[config.mk]
export PLATFORM = sky130hd
export DESIGN_NAME = flash_page_mapper
export DESIGN_NICKNAME = d
export VERILOG_FILES = /design/src/rtl/fpm_pkg.sv /design/src/rtl/fpm_window_dec.sv /design/src/rtl/fpm_backfill_dec.sv /design/src/rtl/flash_page_mapper.sv
export SDC_FILE = /design/constraint.sdc
export NUM_CORES = 1
export LEC_CHECK = 0
export ABC_AREA = 1
export CELL_PAD_IN_SITES_DETAIL_PLACEMENT = 1
export CELL_PAD_IN_SITES_GLOBAL_PLACEMENT = 1
export CORE_ASPECT_RATIO = 1.1
export CORE_UTILIZATION = 19
export CTS_BUF_LIST = sky130_fd_sc_hd__clkbuf_2
export CTS_CLUSTER_SIZE = 25
export DETAILED_ROUTE_END_ITERATION = 8
export PLACE_DENSITY = 0.95
export SYNTH_ARGS = -nofsm -noshare
export SYNTH_HDL_FRONTEND = slang
export SYNTH_SLANG_ARGS = --single-unit
[constraint.sdc]
create_clock -name clk -period 1.2 [get_ports clk]
set_input_delay 0.12 -clock clk [delete_from_list [all_inputs] [get_ports clk]]
set_output_delay 0.12 -clock clk [all_outputs]
set_load 0.01 [all_outputs]
[src/rtl/fpm_pkg.sv]
// Shared constants for the flash page mapper.
// Assumes a 20-bit host address space and 16 KB flash pages.
package fpm_pkg;
    localparam int HOST_AW  = 20;
    localparam int PAGE_OFS = 14;                 // bits inside one 16 KB page
    localparam int PAGE_W   = 5;                  // flash A18..A14
    localparam int SLOT_W   = 2;                  // four 16 KB slots per 64 KB segment
    localparam int REGIONS  = 8;                  // switchable backfill regions
    localparam logic [3:0] OPT_SEG = 4'hC;        // segment holding BIOS and remap slots
endpackage

[src/rtl/fpm_window_dec.sv]
// Flash window decoder: decides which flash window (if any) claims an
// address and which page it reads. Purely combinational. Assumes the
// top window is the upper 32 KB of the address space and that the
// BIOS and remap windows live in the 0xC0000 segment.
module fpm_window_dec
    import fpm_pkg::*;
#(
    parameter logic [PAGE_W-1:0] BIOS_PAGE = 5
) (
    input  logic [HOST_AW-1:0] addr,
    input  logic [SLOT_W-1:0]  bios_slot,
    input  logic               bios_off,
    input  logic               top_en,
    input  logic               top_pair,
    input  logic               remap_en,
    input  logic [SLOT_W-1:0]  remap_slot,
    input  logic [PAGE_W-1:0]  remap_page,
    output logic               win_hit,
    output logic [PAGE_W-1:0]  win_page
);
    localparam int SEG_LSB = PAGE_OFS + SLOT_W;

    logic in_opt_seg;
    logic top_hit;
    logic remap_hit;
    logic bios_hit;

    // Per-window address match.
    always_comb begin
        in_opt_seg = (addr[HOST_AW-1:SEG_LSB] == OPT_SEG);
        top_hit    = top_en && (&addr[HOST_AW-1:PAGE_OFS+1]);
        remap_hit  = remap_en && in_opt_seg &&
                     (addr[SEG_LSB-1:PAGE_OFS] == remap_slot);
        bios_hit   = !(bios_off && top_en) && in_opt_seg &&
                     (addr[SEG_LSB-1:PAGE_OFS] == bios_slot);
    end

    // Priority resolve: top, then remap, then BIOS.
    always_comb begin
        win_hit  = 1'b0;
        win_page = '0;
        if (top_hit) begin
            win_hit  = 1'b1;
            win_page = {{(PAGE_W-2){1'b0}}, top_pair, addr[PAGE_OFS]};
        end else if (remap_hit) begin
            win_hit  = 1'b1;
            win_page = remap_page;
        end else if (bios_hit) begin
            win_hit  = 1'b1;
            win_page = BIOS_PAGE;
        end
    end
endmodule

[src/rtl/fpm_backfill_dec.sv]
// Backfill decoder: reports whether an address falls in the fixed RAM
// range or in any switchable region whose enable bit is set.
// Combinational. Does not know about flash windows; the top module
// applies the exclusion.
module fpm_backfill_dec
    import fpm_pkg::*;
#(
    parameter logic [HOST_AW-1:0] FIXED_LO = 20'h20000,
    parameter logic [HOST_AW-1:0] FIXED_HI = 20'hB8000   // exclusive
) (
    input  logic [HOST_AW-1:0] addr,
    input  logic [REGIONS-1:0] fill_en,
    output logic               fill_hit
);
    localparam int SEG_LSB = PAGE_OFS + SLOT_W;
    localparam int NSLOT   = 1 << SLOT_W;

    logic [REGIONS-1:0] region_hit;
    logic               fixed_hit;

    // Region 0: second 64 KB.
    always_comb region_hit[0] = (addr[HOST_AW-1:SEG_LSB] == 4'h1);

    // Regions 1..4: one per 16 KB slot of the option segment.
    for (genvar k = 0; k < NSLOT; k++) begin : g_slot
        localparam logic [SLOT_W-1:0] SLOT = SLOT_W'(k);
        always_comb region_hit[1+k] = (addr[HOST_AW-1:SEG_LSB] == OPT_SEG) &&
                                      (addr[SEG_LSB-1:PAGE_OFS] == SLOT);
    end

    // Regions 5..7: cartridge areas and lower half of the top segment.
    always_comb begin
        region_hit[5] = (addr[HOST_AW-1:PAGE_OFS+1] == 5'h1A) ||
                        (addr[HOST_AW-1:PAGE_OFS+1] == 5'h1C);
        region_hit[6] = (addr[HOST_AW-1:SEG_LSB] == 4'hE);
        region_hit[7] = (addr[HOST_AW-1:PAGE_OFS+1] == 5'h1E);
    end

    // Fixed range plus enabled regions.
    always_comb begin
        fixed_hit = (addr >= FIXED_LO) && (addr < FIXED_HI);
        fill_hit  = fixed_hit || |(region_hit & fill_en);
    end
endmodule

[src/rtl/flash_page_mapper.sv]
// Flash page mapper top: samples the host address and settings, combines
// the flash window decision with the backfill decision (flash wins),
// and registers the result, so outputs lag inputs by one clock.
// Synchronous active-low reset clears all outputs.
module flash_page_mapper
    import fpm_pkg::*;
#(
    parameter logic [PAGE_W-1:0] BIOS_PAGE = 5
) (
    input  logic               clk,
    input  logic               rst_n,
    input  logic               cyc_valid,
    input  logic [19:0]        host_addr,
    input  logic [1:0]         bios_slot,
    input  logic               bios_off,
    input  logic               top_en,
    input  logic               top_pair,
    input  logic               remap_en,
    input  logic [1:0]         remap_slot,
    input  logic [4:0]         remap_page,
    input  logic [7:0]         fill_en,
    output logic               flash_sel,
    output logic [4:0]         flash_page,
    output logic               ram_sel
);
    logic              win_hit;
    logic [PAGE_W-1:0] win_page;
    logic              fill_hit;

    fpm_window_dec #(.BIOS_PAGE(BIOS_PAGE)) u_win (
        .addr       (host_addr),
        .bios_slot  (bios_slot),
        .bios_off   (bios_off),
        .top_en     (top_en),
        .top_pair   (top_pair),
        .remap_en   (remap_en),
        .remap_slot (remap_slot),
        .remap_page (remap_page),
        .win_hit    (win_hit),
        .win_page   (win_page)
    );

    fpm_backfill_dec u_fill (
        .addr     (host_addr),
        .fill_en  (fill_en),
        .fill_hit (fill_hit)
    );

    // Output register: flash claim overrides backfill; idle cycles clear.
    always_ff @(posedge clk) begin
        if (!rst_n) begin
            flash_sel  <= 1'b0;
            flash_page <= '0;
            ram_sel    <= 1'b0;
        end else begin
            flash_sel  <= cyc_valid && win_hit;
            flash_page <= (cyc_valid && win_hit) ? win_page : '0;
            ram_sel    <= cyc_valid && !win_hit && fill_hit;
        end
    end

    // flash and RAM never selected together.
    a_r9_exclusive: assert property (@(posedge clk) disable iff (!rst_n)
        !(flash_sel && ram_sel));

    // page bits are quiet without a flash select.
    a_r11_page_quiet: assert property (@(posedge clk) disable iff (!rst_n)
        !flash_sel |-> (flash_page == '0));

    // an idle cycle yields no select on the next clock.
    a_r2_idle: assert property (@(posedge clk) disable iff (!rst_n)
        ($past(rst_n) && !$past(cyc_valid)) |-> (!flash_sel && !ram_sel));

    // top window returns the chosen pair with A14 as page LSB.
    a_r3_top_page: assert property (@(posedge clk) disable iff (!rst_n)
        ($past(rst_n) && $past(cyc_valid) && $past(top_en) &&
         ($past(host_addr) >= 20'hF8000))
        |-> (flash_sel && flash_page == {3'b000, $past(top_pair), $past(host_addr[14])}));

    // the fixed range always reaches RAM.
    a_r7_fixed_fill: assert property (@(posedge clk) disable iff (!rst_n)
        ($past(rst_n) && $past(cyc_valid) && ($past(host_addr) >= 20'h20000) &&
         ($past(host_addr) < 20'hB8000)) |-> (ram_sel && !flash_sel));
endmodule

Word-level counts from Yosys, hierarchy flattened
Index checks and enable logic that the tools add are counted.
Cells by class
  add/subtract/negate cells: 0
  multipliers: 0
  div/mod/pow operators: 0
  magnitude comparators: 2
  eq/ne operators: 11
  shifts and indexed selects: 0
  mux-type cells: 6
  bitwise gates (word level): 3
  reductions and logical operators: 23
Operators by type and width (count)
  greater-or-equal comparator 20 x 18 -> 1 bit (second input constant): 1
  less-than comparator 20 bit (second input constant): 1
  == test 5 bit (second input constant): 3
  logical AND 1 bit: 14
  bitwise AND 8 bit: 1
  == test 4 bit (second input constant): 2
  OR reduction 8 bit: 1
  2-to-1 mux 5 bit: 1
  AND reduction 5 bit: 1
  == test 2 bit: 2
  == test 2 bit (second input constant): 2
  == test 4 x 1 -> 1 bit (second input constant): 1
  2-to-1 mux 1 bit: 3
  2-to-1 mux 3 bit: 1
  OR reduction 3 bit: 1
  == test 2 x 1 -> 1 bit (second input constant): 1
  logical NOT 1 bit: 2
  logical NOT 2 bit: 1
  logical OR 1 bit: 2
  2-to-1 mux 2 bit: 1
  inverter 1 bit: 2
  AND reduction 2 bit: 1
Word-level totals
  register bits after elaboration: 7
  bits in latches: 0
  memory bits (writable): 0
  ROM bits: 0
  word-level logic and storage cells: 49
  memories kept: 0

Logic depth before layout (Yosys ltp)
Gate-level depths: netlist of run 1.
  depth in word-level cells: 10
  gate-level depth with buffers: 11

Hierarchy
From an unflattened synthesis of run 1, not the netlist that was laid out.
Unflattened totals
  cell total of the unflattened synthesis: 116
  area total of the unflattened synthesis: 631.9 µm²
By module, submodules not included
  fpm_window_dec: times used 1, cells an instance 51, area an instance 255.2 µm², seq. area each 0.0 µm²
  flash_page_mapper: times used 1, cells an instance 23, area an instance 206.4 µm², seq. area each 140.1 µm²
  fpm_backfill_dec: times used 1, cells an instance 42, area an instance 170.2 µm², seq. area each 0.0 µm²

Least setup slack after synthesis of run 1
No wires, ideal clock.
  path kind: input-to-reg
  start: input host_addr[15]
  end: register flash_page[0]
  setup time: 114 ps
  arrival: 750 ps
  data required time: 1086 ps
  path slack: 336 ps
  stages: 9
  path buffers: 1
  cells stage by stage: buf_6 > inv_4 > nand2_2 > nand2_2 > nor2_4 > nand2_2 > nand2_1 > a21oi_1 > nor2_1
Between the ends
  word-level cells in the longest chain between the ends: 7
  elaborated cells between the ends (all ways): 14
  classes of those cells: eq/ne (2); mux (6); reduce/logical (6)
Ends and longest elaborated chain
  from (decl): line flash_page_mapper.sv:13  | input logic [19:0] host_addr,
  == test 2 bit: line fpm_window_dec.sv:35  | (addr[SEG_LSB-1:PAGE_OFS] == bios_slot);
  logical AND 1 bit: line fpm_window_dec.sv:34  | bios_hit = !(bios_off && top_en) && in_opt_seg &&
  2-to-1 mux 1 bit: line fpm_window_dec.sv:48  | end else if (bios_hit) begin
  2-to-1 mux 1 bit: line fpm_window_dec.sv:45  | end else if (remap_hit) begin
  2-to-1 mux 1 bit: line fpm_window_dec.sv:42  | if (top_hit) begin
  logical AND 1 bit: line flash_page_mapper.sv:57  | flash_page <= (cyc_valid && win_hit) ? win_page : '0;
  AND reduction 2 bit (no line)
  to (signal assigned): line flash_page_mapper.sv:57
  to (decl): line flash_page_mapper.sv:23  | output logic [4:0] flash_page,
Several ways; a longest one is shown, not always the timed one.
A chain may end at the register's enable or synchronous reset.

Worst setup path after layout of run 1
  start: input remap_slot[0]
  end: register flash_page[4]
Between the ends
  word-level cells in the longest chain between the ends: 7
  elaborated cells between the ends (all ways): 8
  classes of those cells: eq/ne (1); mux (3); bitwise (1); reduce/logical (3)
Ends and longest elaborated chain
  from (decl): line flash_page_mapper.sv:19  | input logic [1:0] remap_slot,
  == test 2 bit (*): line fpm_window_dec.sv:33  | (addr[SEG_LSB-1:PAGE_OFS] == remap_slot);
  logical AND 1 bit (*): line fpm_window_dec.sv:32  | remap_hit = remap_en && in_opt_seg &&
  2-to-1 mux 1 bit: line fpm_window_dec.sv:45
  2-to-1 mux 1 bit: line fpm_window_dec.sv:42
  logical AND 1 bit: line flash_page_mapper.sv:57
  inverter 1 bit (no line)
  OR reduction 3 bit (no line)
Every way passes the cells marked *; elsewhere a longest branch is shown, timed or not.

==> results of run 1 <==
[state kept, by name, summed over array words and instances, names as in the netlist]
| signal | flops |
|---|---|
| flash_page | 5 |
| flash_sel | 1 |
| ram_sel | 1 |
[final timing paths]
kind,to,depth (start not counted)
max,flash_page[4],9
min,flash_page[4],3
[per-stage QoR]
| stage | power [W] | setup TNS (ns) |
|---|---|---|
| final | 0.000626 | 0 |
| after global routing | 0.000667 | 0 |
| after CTS | 0.000626 | 0 |
| after detailed placement | 0.000454 | -2.52 |
| after global placement | 0.000446 | -1.90 |
| after floorplan | 0.000318 | 0 |
[worst min-delay path, cell delays in order]
cell,delay (ns)
sky130_fd_sc_hd__clkdlybuf4s50_1,0.40
sky130_fd_sc_hd__inv_1,0.05
sky130_fd_sc_hd__nor2_1,0.04
[routing by layer]
metal	vias up	wire (um)
met3	0	80
met5	-	0
li1	387	-
met2	22	1030
met1	317	775
met4	0	0
[cells by family after synthesis]
family | Yosys count | synth area share [%]
buf+inv | 22 | 17.1
flops | 7 | 25.9
simple gates | 66 | 52.8
compound gates | 4 | 4.17
[cell usage in the layout, fill, tap and decap left out, types with 5 or more instances in the layout]
cell type | Yosys | layout
sky130_fd_sc_hd__dlygate4sd2_1 | 0 | 8
sky130_fd_sc_hd__nand2_2 | 4 | 5
sky130_fd_sc_hd__dfxtp_1 | 7 | 7
sky130_fd_sc_hd__nor2_1 | 18 | 18
sky130_fd_sc_hd__nand3_1 | 6 | 6
sky130_fd_sc_hd__buf_4 | 0 | 8
sky130_fd_sc_hd__nand2_1 | 32 | 30
sky130_fd_sc_hd__dlymetal6s2s_1 | 0 | 6
sky130_fd_sc_hd__inv_1 | 18 | 17
sky130_fd_sc_hd__clkdlybuf4s50_1 | 0 | 22
[area by class of cell]
cell class	count	area (sq um)
Sequential cell	7	140
Fill cell	358	1570
Multi-Input combinational cell	70	318
Timing Repair Buffer	44	425
Tap cell	31	38.8
Clock buffer	4	20.0
Inverter	21	81.3
[report_power, final]
part / switching, W / internal, W
registers: 0.000000980 / 0.000234
logic: 0.0000872 / 0.000121
clock network: 0.0000936 / 0.0000887
[what timing repair did]
action                                  in CTS  in global routing
resized for setup                           12                  6
setup buffers                                1                  0
pin swaps                                    5                  2
endpoints found under the setup margin       9                  6
==> results.json, run 1 <==
{
  "min-delay-path-class": "primary input to flip-flop",
  "critical_path.n_buffers_inverters": 3,
  "grt_max_degree": 9,
  "synthesis.instances": 99,
  "final_max_slew_viol_count": 0,
  "setup.worst_path.start": "remap_slot[0]",
  "port_buffers": 36,
  "outcome": "completed",
  "cts_tree": "built",
  "worst_pin_slew_ns": 0.325,
  "report.final.setup_viol": 0,
  "synthDominantCellAreaShare_pct": 25.9,
  "synth_edf_count": 0,
  "routed_via_density": 4.10,
  "syn-mean-instance-area_sq_um": 5.46,
  "post-route-period-util_pct": 92.5,
  "clockBufferDepth": 2,
  "final.setup.worst_slack_ns": 0.0895,
  "residual_drc": 0,
  "synth_ff_type": "sky130_fd_sc_hd__dfxtp_1",
  "ioPinCount": 51,
  "post_synth_instance_area_sq_um": 541,
  "slew_headroom_pct": 78.3,
  "grt_setup_unrepaired": "false",
  "routabilityCongestion": 0.832,
  "drt_wl_total_mm": 1.89,
  "post_route_cells_drive_above_1_share_pct": 16.4,
  "post_drt_wl_per_cell_um": 10.7,
  "antenna-diode-count": 0,
  "ctsHoldBuffers": 0,
  "crit_slowest_cell": "sky130_fd_sc_hd__clkdlybuf4s50_1",
  "drt_first_iter_violations": 3,
  "path_cells": "clkdlybuf4s50_1, inv_1, nand2_1, nand2_1, nor2_4, nand2_4, inv_2, nand4_1, nor2_1",
  "cts.clk_slew.worst_paths_ns": 0.08,
  "numCtsBuffers": 3,
  "place.detailed.instances": 172,
  "timing.critical_path.from_type": "primary input",
  "critPathTopFamily": "buffers and inverters",
  "core_sq_mm": 0.00259,
  "cts-htree-levels": 1,
  "floorplan.die_area_sq_mm": 0.00306,
  "floorplan.initialDensity_pct": 20.9,
  "critical_path_class": "primary input to flip-flop",
  "number_of_storage_elements_in_the_synthesis_netlist": 7,
  "power_density_mw_per_mm2": 611,
  "worst_path_largest_cell_delay_ns": 0.48,
  "max_cap_violations": 0,
  "groute.usage.overall_pct": 13.1,
  "fmax_ghz": 0.901,
  "synth_largest_area_cell": "sky130_fd_sc_hd__dfxtp_1",
  "met1_usage_pct": 15.3,
  "total_leakage_power_nw": 0.644,
  "report.final.hold_viol_count": 0,
  "dpl.hpwl_mm": 1.59,
  "post-synth-top-count-cell": "sky130_fd_sc_hd__nand2_1",
  "dp_slack_ns": -0.399,
  "hold_path_startpoint": "remap_page[4]",
  "async_flop_share_pct": 0,
  "fp-row-count": 19,
  "critical-path-top-cell-by-count": "sky130_fd_sc_hd__nand2_1",
  "groute.layer.met3.usage_pct": 1.57,
  "post_layout_nonfiller_instances": 177,
  "root_buffer": "sky130_fd_sc_hd__clkbuf_2",
  "antenna_violations_before_repair": 0,
  "count_of_antenna_violating_nets_left_after_detailed_routing": 0,
  "grt_first_pass_wirelength_mm": 3.04,
  "peakVddDrop_mv": 0.421,
  "die_h_um": 57.9,
  "yosysWarnings": 0,
  "finalWorstPathRequiredPeriod_ns": 1.11,
  "post_synth_cell_types": 16,
  "num_vias": 726,
  "globalRoute.busiestLayer": "met2",
  "worst_hold_margin_ns": 0.429,
  "finalNetCount": 191,
  "syn_nets": 143,
  "die_x_extent_um": 52.9,
  "synth_top_cells_by_area": "sky130_fd_sc_hd__dfxtp_1 26%, sky130_fd_sc_hd__nand2_1 22%, sky130_fd_sc_hd__inv_1 13%",
  "via_count_of_the_first_global_routing_pass": 728,
  "worst-path-max-fanout": 5,
  "groute.layer.met2.usage_pct": 24.6,
  "fin_util_pct": 39.5,
  "area_growth_pct": 89.4,
  "worst_ep_required_time_ns": 1.36,
  "yosys-top-cells-count": "32 x sky130_fd_sc_hd__nand2_1, 18 x sky130_fd_sc_hd__inv_1, 18 x sky130_fd_sc_hd__nor2_1",
  "postPlaceCellArea_sq_um": 981,
  "clock-sinks": 7,
  "drt_pass1_iterations": 4,
  "sequential_share_of_the_synthesized_area_pct": 25.9,
  "globalRoute.totalOverflow": 0,
  "post-route-cell-area_sq_mm": 0.00102,
  "critPathArrivalTime_ns": 1.27,
  "worstSetupEndpointType": "flip-flop"
}
No activity file was read; power rests on OpenSTA's default activity.
==> run 2, diff against run 1 <==
- ABC_AREA: 1 -> 0
- CORE_UTILIZATION: 19 -> 21
==> results.json, run 2 <==
{
  "outcome": "finished with violations",
  "failed_checks": "negative setup slack",
  "synth_edf_count": 0,
  "timing.setup.tns_ns": -0.00360,
  "hold_path_startpoint": "remap_page[3]",
  "worst_path_largest_cell_delay_ns": 0.41,
  "syn_nets": 97,
  "floorplan.die_area_sq_mm": 0.00261,
  "total_leakage_power_nw": 0.434,
  "grt_setup_unrepaired": "true",
  "post_route_cells_drive_above_1_share_pct": 21.6,
  "switching_share_pct": 25.9,
  "final.setup.worst_slack_ns": -0.00360,
  "critPathTopFamily": "compound AO/OA/AOI/OAI gates",
  "largest_register_by_flop_count": "flash_page",
  "globalRoute.totalOverflow": 0,
  "root_buffer": "sky130_fd_sc_hd__clkbuf_2",
  "routed-wl-met2_um": 815,
  "clockBufferDepth": 2,
  "async_flop_share_pct": 0,
  "syn-mean-instance-area_sq_um": 9.56,
  "yosysWarnings": 0,
  "post_synth_cell_types": 30,
  "mostFrequentLayoutCell": "sky130_fd_sc_hd__clkdlybuf4s50_1",
  "drt_pass1_iterations": 4,
  "whs_path_depth": 2,
  "power_report.internal_total_w": 0.000455,
  "final_cell_mix": "22 x sky130_fd_sc_hd__clkdlybuf4s50_1, 9 x sky130_fd_sc_hd__dlygate4sd2_1, 7 x sky130_fd_sc_hd__dfxtp_1, 7 x sky130_fd_sc_hd__buf_4",
  "post_drt_wl_per_cell_um": 11.9,
  "post-route-period-util_pct": 100,
  "synthDominantCellAreaShare_pct": 27.7,
  "post_synth_instance_area_sq_um": 507,
  "antenna-diode-count": 0,
  "power.share.sequential_pct": 38.5,
  "drt_first_iter_violations": 3,
  "power_w": 0.000614,
  "routed_via_density": 4.55,
  "detail_route.wirelength.met1_um": 609,
  "min-delay-path-class": "primary input to flip-flop",
  "worst_ep_required_time_ns": 1.32,
  "crit_slowest_cell": "sky130_fd_sc_hd__clkdlybuf4s50_1",
  "die_h_um": 53.5,
  "power_frac_comb_pct": 33.9,
  "largest_register_ffs": 5,
  "peakVddDrop_mv": 0.238,
  "dp_slack_ns": -0.442,
  "hold_end": "flash_page[3]",
  "final_max_slew_viol_count": 0,
  "cts-htree-levels": 1,
  "residual_drc": 0,
  "port_buffers": 36,
  "dpl.hpwl_mm": 1.29,
  "number_of_storage_elements_in_the_synthesis_netlist": 7,
  "worst-path-max-fanout": 3,
  "psw_w": 0.000159,
  "worst_pin_slew_ns": 0.283,
  "routabilityCongestion": 0.806,
  "antenna_violations_before_repair": 0,
  "clock-sinks": 7,
  "area_growth_pct": 86.7,
  "ioPinCount": 51,
  "timing.critical_path.from_type": "primary input",
  "worstSetupEndpointType": "flip-flop",
  "cts.clk_slew.worst_paths_ns": 0.07,
  "cts_tree": "built",
  "max_cap_violations": 0,
  "slew_headroom_pct": 81.1,
  "yosys-top-cells-count": "7 x sky130_fd_sc_hd__dfxtp_1, 5 x sky130_fd_sc_hd__nor2_1, 3 x sky130_fd_sc_hd__a21oi_1, 3 x sky130_fd_sc_hd__buf_6, 3 x sky130_fd_sc_hd__mux2i_1",
  "synth_ff_type": "sky130_fd_sc_hd__dfxtp_1",
  "floorplan.initialDensity_pct": 22.5,
  "grt_max_degree": 9,
  "worst_hold_margin_ns": 0.462,
  "path_cells": "clkdlybuf4s50_1, xor2_1, a211oi_2, o21ai_2, and4bb_1",
  "synth_top_cells_by_area": "sky130_fd_sc_hd__dfxtp_1 28%, sky130_fd_sc_hd__buf_6 6.7%, sky130_fd_sc_hd__mux2i_1 5.9%",
  "numCtsBuffers": 3,
  "critical_path.n_buffers_inverters": 1,
  "dr.max_layer_used": "met3",
  "grt_first_pass_wirelength_mm": 2.48,
  "report.final.setup_viol": 1,
  "drt_wl_total_mm": 1.51,
  "via_count_of_the_first_global_routing_pass": 578,
  "synthesis.instances": 53,
  "num_vias": 578,
  "biggestRegsByFlops": "flash_page: 5 flops, flash_sel: 1 flops, ram_sel: 1 flops",
  "p_clk_share_pct": 27.7,
  "detailroute.wirelength.met3_um": 85,
  "die_x_extent_um": 48.8,
  "power_density_mw_per_mm2": 649,
  "fp-row-count": 18,
  "finalWorstPathRequiredPeriod_ns": 1.20,
  "fmax_ghz": 0.831,
  "synth_largest_area_cell": "sky130_fd_sc_hd__dfxtp_1",
  "groute.usage.overall_pct": 12.5,
  "critical_path_class": "primary input to flip-flop",
  "report.final.hold_viol_count": 0,
  "count_of_antenna_violating_nets_left_after_detailed_routing": 0,
  "finalNetCount": 142,
  "sequential_share_of_the_synthesized_area_pct": 27.7,
  "core_sq_mm": 0.00225,
  "critPathArrivalTime_ns": 1.32,
  "ctsHoldBuffers": 0,
  "post-synth-top-count-cell": "sky130_fd_sc_hd__dfxtp_1"
}
[run 2: cell count changes in the layout (fill, tap and decap cells not counted), moves of 3 or more]
cell	delta
sky130_fd_sc_hd__inv_2	-3
sky130_fd_sc_hd__mux2i_1	+3
sky130_fd_sc_hd__inv_1	-17
sky130_fd_sc_hd__nand2_1	-29
sky130_fd_sc_hd__nand2_2	-5
sky130_fd_sc_hd__a211oi_2	+3
sky130_fd_sc_hd__nor2_1	-13
sky130_fd_sc_hd__nand3_1	-4
[run 2: worst max path at each step]
stage | from | cells after the start | slack [ns] | end
3_5_place_dp | host_addr[18] | 5 | -0.44 | ram_sel
2_1_floorplan | host_addr[14] | 5 | 0.15 | ram_sel
5_1_grt | host_addr[14] | 6 | -0.02 | flash_page[2]
4_1_cts | flash_page[3] | 1 | 0.002 | flash_page[3]
6_report | bios_slot[1] | 5 | -0.004 | ram_sel
3_3_place_gp | host_addr[15] | 5 | -0.41 | flash_page[0]
[run 2: layout make-up]
| class | count | area [sq um] |
|---|---|---|
| flip-flops and latches | 7 | 140 |
| fillers | 272 | 1310 |
| repair buffers | 43 | 407 |
| well taps | 30 | 37.5 |
| multi-input cells | 43 | 342 |
| clock buffers | 4 | 20.0 |
[run 2: routing by layer]
layer,GRT usage [%],up-vias
li1,-,286
met1,13.7,267
met2,23.6,25
met3,3.16,0
met4,4.41,0
met5,0,-
[run 2: repair_timing]
| action | 4_1_cts | 5_1_grt |
|---|---|---|
| resized for setup | 12 | 6 |
| pin swaps | 1 | 4 |
| setup endpoints to repair | 10 | 7 |
| buffers inserted | 0 | 0 |
[run 2: cell families after synthesis]
| group | after synthesis | synth area share, % |
|---|---|---|
| AOI/OAI and AO/OA | 17 | 27.2 |
| buffers and inverters | 3 | 6.67 |
| muxes | 3 | 5.93 |
| and+or+nand+nor | 19 | 25.7 |
| DFF | 7 | 27.7 |
| xor gates and xnor gates | 4 | 6.91 |
[run 2: stage by stage]
stage	std cells	instance area (sq um)	util, %
floorplan	53	507	-
global placement	123	923	41.0
detailed placement	123	923	41.0
CTS	127	940	41.7
global route	127	946	42.0
finish	127	946	42.0
[run 2: power by group through the flow]
stage	logic (W)	registers, W	clock network (W)
6_report	0.000208	0.000236	0.000170
5_1_grt	0.000226	0.000236	0.000196
4_1_cts	0.000211	0.000236	0.000173
3_5_place_dp	0.000218	0.000242	0
3_3_place_gp	0.000211	0.000241	0
2_1_floorplan	0.0000817	0.000243	0
